**src/rtl/smi_gate_pkg.sv**
```systemverilog
package smi_gate_pkg;
  localparam int SRC_N = 3;

  typedef enum int unsigned {
    SRC_HW  = 0,
    SRC_SW  = 1,
    SRC_EXT = 2
  } srcIdx_e;

  // Strobes handed from control to datapath each cycle
  typedef struct packed {
    logic             gateOn;   // gate value after this edge
    logic [SRC_N-1:0] setMask;  // pending bits to set
    logic [SRC_N-1:0] clrMask;  // pending bits to clear
  } ctrlStrobe_t;
endpackage

```
**src/rtl/smi_gate_ctrl.sv**
```systemverilog
module smi_gate_ctrl
  import smi_gate_pkg::*;
(
  input  logic             clk,
  input  logic             rst_n,
  input  logic [SRC_N-1:0] reqPulse,
  input  logic [SRC_N-1:0] srcClr,
  input  logic             gateSet,
  input  logic             gateClr,
  output ctrlStrobe_t      strobe
);
  logic gateQ;
  logic gateNext;

  // Clear dominates a simultaneous set
  always_comb begin
    gateNext = gateQ;
    if (gateClr)      gateNext = 1'b0;
    else if (gateSet) gateNext = 1'b1;
  end

  always_ff @(posedge clk) begin
    if (!rst_n) gateQ <= 1'b0;
    else        gateQ <= gateNext;
  end

  assign strobe.gateOn = gateNext;

  // Per-source arbitration: a fresh request beats its own clear
  for (genvar i = 0; i < SRC_N; i++) begin : gSrc
    assign strobe.setMask[i] = reqPulse[i];
    assign strobe.clrMask[i] = srcClr[i] & ~reqPulse[i];
  end
endmodule

```
**src/rtl/smi_gate_dp.sv**
```systemverilog
module smi_gate_dp
  import smi_gate_pkg::*;
(
  input  logic        clk,
  input  logic        rst_n,
  input  ctrlStrobe_t strobe,
  output logic        smiN,
  output logic        anyPending
);
  logic [SRC_N-1:0] pendQ;
  logic [SRC_N-1:0] pendNext;
  logic             smiNQ;
  logic             anyQ;

  for (genvar i = 0; i < SRC_N; i++) begin : gPend
    assign pendNext[i] = (pendQ[i] & ~strobe.clrMask[i]) | strobe.setMask[i];
  end

  always_ff @(posedge clk) begin
    if (!rst_n) begin
      pendQ <= '0;
      smiNQ <= 1'b1;
      anyQ  <= 1'b0;
    end else begin
      pendQ <= pendNext;
      smiNQ <= ~(strobe.gateOn & (|pendNext));
      anyQ  <= |pendNext;
    end
  end

  assign smiN       = smiNQ;
  assign anyPending = anyQ;
endmodule

```
**src/rtl/smi_gate.sv**
```systemverilog
module smi_gate
  import smi_gate_pkg::*;
(
  input  logic             clk,
  input  logic             rst_n,
  input  logic [SRC_N-1:0] reqPulse,
  input  logic [SRC_N-1:0] srcClr,
  input  logic             gateSet,
  input  logic             gateClr,
  output logic             smiN,
  output logic             anyPending
);
  ctrlStrobe_t strobe;

  smi_gate_ctrl uCtrl (
    .clk(clk), .rst_n(rst_n), .reqPulse(reqPulse), .srcClr(srcClr),
    .gateSet(gateSet), .gateClr(gateClr), .strobe(strobe)
  );

  smi_gate_dp uDp (
    .clk(clk), .rst_n(rst_n), .strobe(strobe),
    .smiN(smiN), .anyPending(anyPending)
  );
endmodule

```
**config.mk**
```make
export PLATFORM = sky130hd
export DESIGN_NAME = smi_gate
export DESIGN_NICKNAME = d
export VERILOG_FILES = /design/src/rtl/smi_gate_pkg.sv /design/src/rtl/smi_gate_ctrl.sv /design/src/rtl/smi_gate_dp.sv /design/src/rtl/smi_gate.sv
export SDC_FILE = /design/constraint.sdc
export NUM_CORES = 1
export LEC_CHECK = 0
export BUFFER_PORTS_ARGS = -buffer_cell sky130_fd_sc_hd__buf_2
export CAP_MARGIN = 10
export CORE_AREA = 5 5 42 44
export DETAILED_ROUTE_END_ITERATION = 12
export DIE_AREA = 0 0 47 49
export PLACE_DENSITY = 0.46
export SLEW_MARGIN = 20
export SYNTH_ARGS = -nofsm -noshare
export SYNTH_HDL_FRONTEND = slang
export SYNTH_SLANG_ARGS = --single-unit
```
**constraint.sdc**
```tcl
create_clock -name clk -period 1 [get_ports clk]
set_input_delay 0.1 -clock clk [delete_from_list [all_inputs] [get_ports clk]]
set_output_delay 0.1 -clock clk [all_outputs]
set_load 0.05 [all_outputs]
```
# Yosys cells after proc, flatten, opt, wreduce, memory -nomap -nowiden
# Index checks and enable logic that the tools add are counted.
# W data, S select, Z words.
# op_classes
n_mux,2
n_bitwise,17
n_reduce_logical,1
# op_table
cell,n
$and A1 B1 Y1,7
$not A1 Y1,7
$or A1 B1 Y1,3
$reduce_or A3 Y1,1
$mux W1,2
# totals
ff_bits,6
in_bits,10
elab_cells,24

# Logic depth before layout (Yosys ltp)
# logic_depth
ltp_word,8
ltp_mapped,3
mapped_depth_nobuf,3

# Hierarchy
# From an unflattened synthesis, not the netlist that was laid out.
# unflattened
hier_cells,29
hier_area_um2,260.2
# by_module_without_submodules
module,instances,cells_per_inst,area_each_um2,seq_area_each_um2
smi_gate_dp,1,18,171.4,100.1
smi_gate_ctrl,1,11,88.8,20.0

# Worst setup path before layout
# OpenSTA, ideal clock, no wires.
# synth_timing
kind,reg2reg
startpoint,reg uCtrl.gateQ
endpoint,reg uDp.smiNQ (netlist: uDp.smiN)
arrival_ns,0.801
required_ns,0.884
path_slack_ns,0.083
stages_incl_launch_ff,4
period_less_slack_ns,0.917
cell_sequence,dfxtp_1 -> nor2_1 -> or3_1 -> a31o_1
# synth_between
elab_chain_len,4
# synth_rtl
element,line_no,source
start: declaration,smi_gate_ctrl.sv:12,logic gateQ;
start signal: assignment,smi_gate_ctrl.sv:24,else gateQ <= gateNext;
$mux W1,smi_gate_ctrl.sv:19,else if (gateSet) gateNext = 1'b1;
$mux W1,smi_gate_ctrl.sv:18,if (gateClr) gateNext = 1'b0;
$and A1 B1 Y1,smi_gate_dp.sv:26,smiNQ <= ~(strobe.gateOn & (|pendNext));
$not A1 Y1,smi_gate_dp.sv:26,
end signal: assignment,smi_gate_dp.sv:26,
end: declaration,smi_gate_dp.sv:12,logic smiNQ;
# No other way between the ends.
# A chain may end at the register's enable or synchronous reset.

# Worst setup path after layout
# Same ends and word-level chain as after synthesis.

==> results.txt <==
Tcrit/Tclk final: 94.6%
# DRC: 0
# fillers: 173
Vias in the first global route: 165
Power per cell area: 1890 mW/mm^2
Clock transition at the registers of the reported paths: 0.05 ns
Vias per cell: 3.49
Initial antenna violation count: 0
Antenna cells: 0
Root Driver: clkbuf_4
Seq pwr share: 47.4%
Non-Filler Instances: 51
Seq cells post-synth: 6
Die Y: 49 um
Critical Path, Cell by Cell: nor2_1 -> or3_1 -> a31o_1
Layout cells sized above 1: 42.9%
Ys flop type: dfxtp_1
Total power: 0.544 mW
CTS buffer count: 3
Clock power share: 41.3%
Net switching power: 0.129 mW
Leading area contributor after synthesis: dfxtp_1
Fin. max-slew vios: 0
Top post-synthesis cells by area: dfxtp_1 (63%), a21oi_1 (7.9%), inv_1 (7.9%)
Row cnt: 14
I/O Buffers: 11
CP arrival: 1.09 ns
Syn Nets: 31
Drt first pass iters: 2
Combinational power share: 11.3%
DRT antenna net count: 0
Footprint of the multi-input gates: 51.3 um^2
Max Cap Violations: 0
Fmax: 1060 MHz
Mapped cell area: 190 um^2
H-tree Lvls: 1
Maximum buffer depth of the clock tree: 2
Total wire length: 417 um
Post-synthesis cell type count: 8
Seq/Total Area, Yosys: 63.2%
Num Clock Sinks: 6
Global route overflow: 0
Crit start category: flip-flop
Relative slew slack: 83.2%
Switching Share: 23.7%
Worst setup EP type: flip-flop
Mean Syn Cell Area: 9.06 um^2
Worst-path fanout max: 2
Post-synth top area share: 63.2%
Pin count of the biggest net entering global routing: 6
Worst-Margin Slew: 0.253 ns
Clock insertion delay at the later pin of the skew report: 0.24 ns
Worst IR Drop VDD: 0.429 mV
Post-cts resize count: 0
Postcts setup bufs: 0
P_int: 0.415 mW
Final setup violating endpoints: 0
DRT iter0 DRCs: 1
Setup TNS: 0 ns
Nets: 47
HP Class: in2reg
# IOs: 12
Data required time of the worst path: 1.14 ns
Synth-to-Final Area Change: 51.3%
Die footprint: 0.00230 mm^2
Core Area: 0.00140 mm^2
Slowest CP cell: or3_1
Global-route wire length before repair: 586 um
Placed Cells: 48
Static leakage: 0.153 nW
Most frequent cell after synthesis: dfxtp_1
Hold_buf cts: 0
Mapped Cells: 21
Number of flops mapped to enable cells by yosys: 0
DR WL/cell: 8.18 um
Worst path max stage delay: 0.32 ns
Initial Util: 13.6%
Synth warn: 0
DR vias: 178
Final hold violation count: 0
Post-synth top cells: dfxtp_1 (6), inv_1 (4), nor2_1 (4)
RSZ-0062 raised after global routing: false
Reg area: 120 um^2
Total track usage: 4.30%
Gpl congestion: 0.604
Period minus WS final: 0.946 ns
TritonCTS clock tree: done
Die span in x: 47 um
Clock skew: 0.00381 ns
Outcome: complete, no violations
Ys async rst share: 0%
Critical path type: reg2reg
Final core utilization: 20.5%
-- cell type report --
class | count | area share [%]
Sequential cell | 6 | 41.7
Tap cell | 16 | 6.96
Multi-Input combinational cell | 10 | 17.8
Inverter | 5 | 6.52
Clock buffer | 3 | 7.83
Timing Repair Buffer | 11 | 19.1
-- placed cells by master, fill, tap and decap left out --
master / Yosys / layout
inv_2: 1 / 1
or3_1: 1 / 1
dfxtp_1: 6 / 6
a21oi_1: 3 / 3
inv_1: 4 / 4
clkbuf_4: 0 / 3
a31oi_1: 1 / 1
nor2_1: 4 / 4
a31o_1: 1 / 1
buf_2: 0 / 11
-- kinds of logic after synthesis --
kind of cell	after synthesis	synth area share (%)
buf+inv	5	9.86
simple gates	5	11.2
flops	6	63.2
compound gates	5	15.8
-- path summary, 6_finish.rpt --
kind | endpoint | depth (start not counted) | startpoint | slack (ns)
setup reg to reg | uDp.smiN | 3 | uCtrl.gateQ | 0.05
hold / removal | uDp.pendQ[0] | 3 | reqPulse[0] | 0.09
setup / recovery | uDp.smiN | 3 | uCtrl.gateQ | 0.05
hold reg to reg | uDp.pendQ[0] | 2 | uDp.pendQ[0] | 0.50
-- state kept, by name, summed over array words and instances, names as in the netlist --
signal / flops
uDp.pendQ: 3
uDp.smiN: 1
uDp.anyPending: 1
uCtrl.gateQ: 1
-- metal layers --
metal,vias up,track usage [%],share of wire (%)
met4,0,6.91,0
li1,95,-,-
met2,6,4.75,49
met1,77,3.10,35
met3,0,4.06,16
met5,-,0,0
-- critical path: cells and delay by family (launching register included) --
family | cells | cell delay [ns]
DFF | 1 | 0.30
AOI/OAI and AO/OA | 1 | 0.19
and+or+nand+nor | 2 | 0.35
-- power groups by stage --
stage	Combinational [mW]	Sequential (mW)	Clock, mW
after CTS	0.0631	0.258	0.237
final	0.0614	0.258	0.225
after global routing	0.0689	0.259	0.250
after floorplan	0.0202	0.279	0
after global placement	0.0631	0.262	0
after detailed placement	0.0628	0.262	0
-- per-stage QoR --
| step | instance area (um^2) | worst slack [ns] | hold WS [ns] |
|---|---|---|---|
| floorplan | 190 | 0.0831 | 0.239 |
| CTS | 288 | 0.0459 | 0.0845 |
| global placement | 265 | 0.0747 | 0.345 |
| global route | 288 | 0.00918 | 0.113 |
| detailed placement | 265 | 0.0594 | 0.344 |
| finish | 288 | 0.0535 | 0.0929 |
No activity file was read; power rests on OpenSTA's default activity.
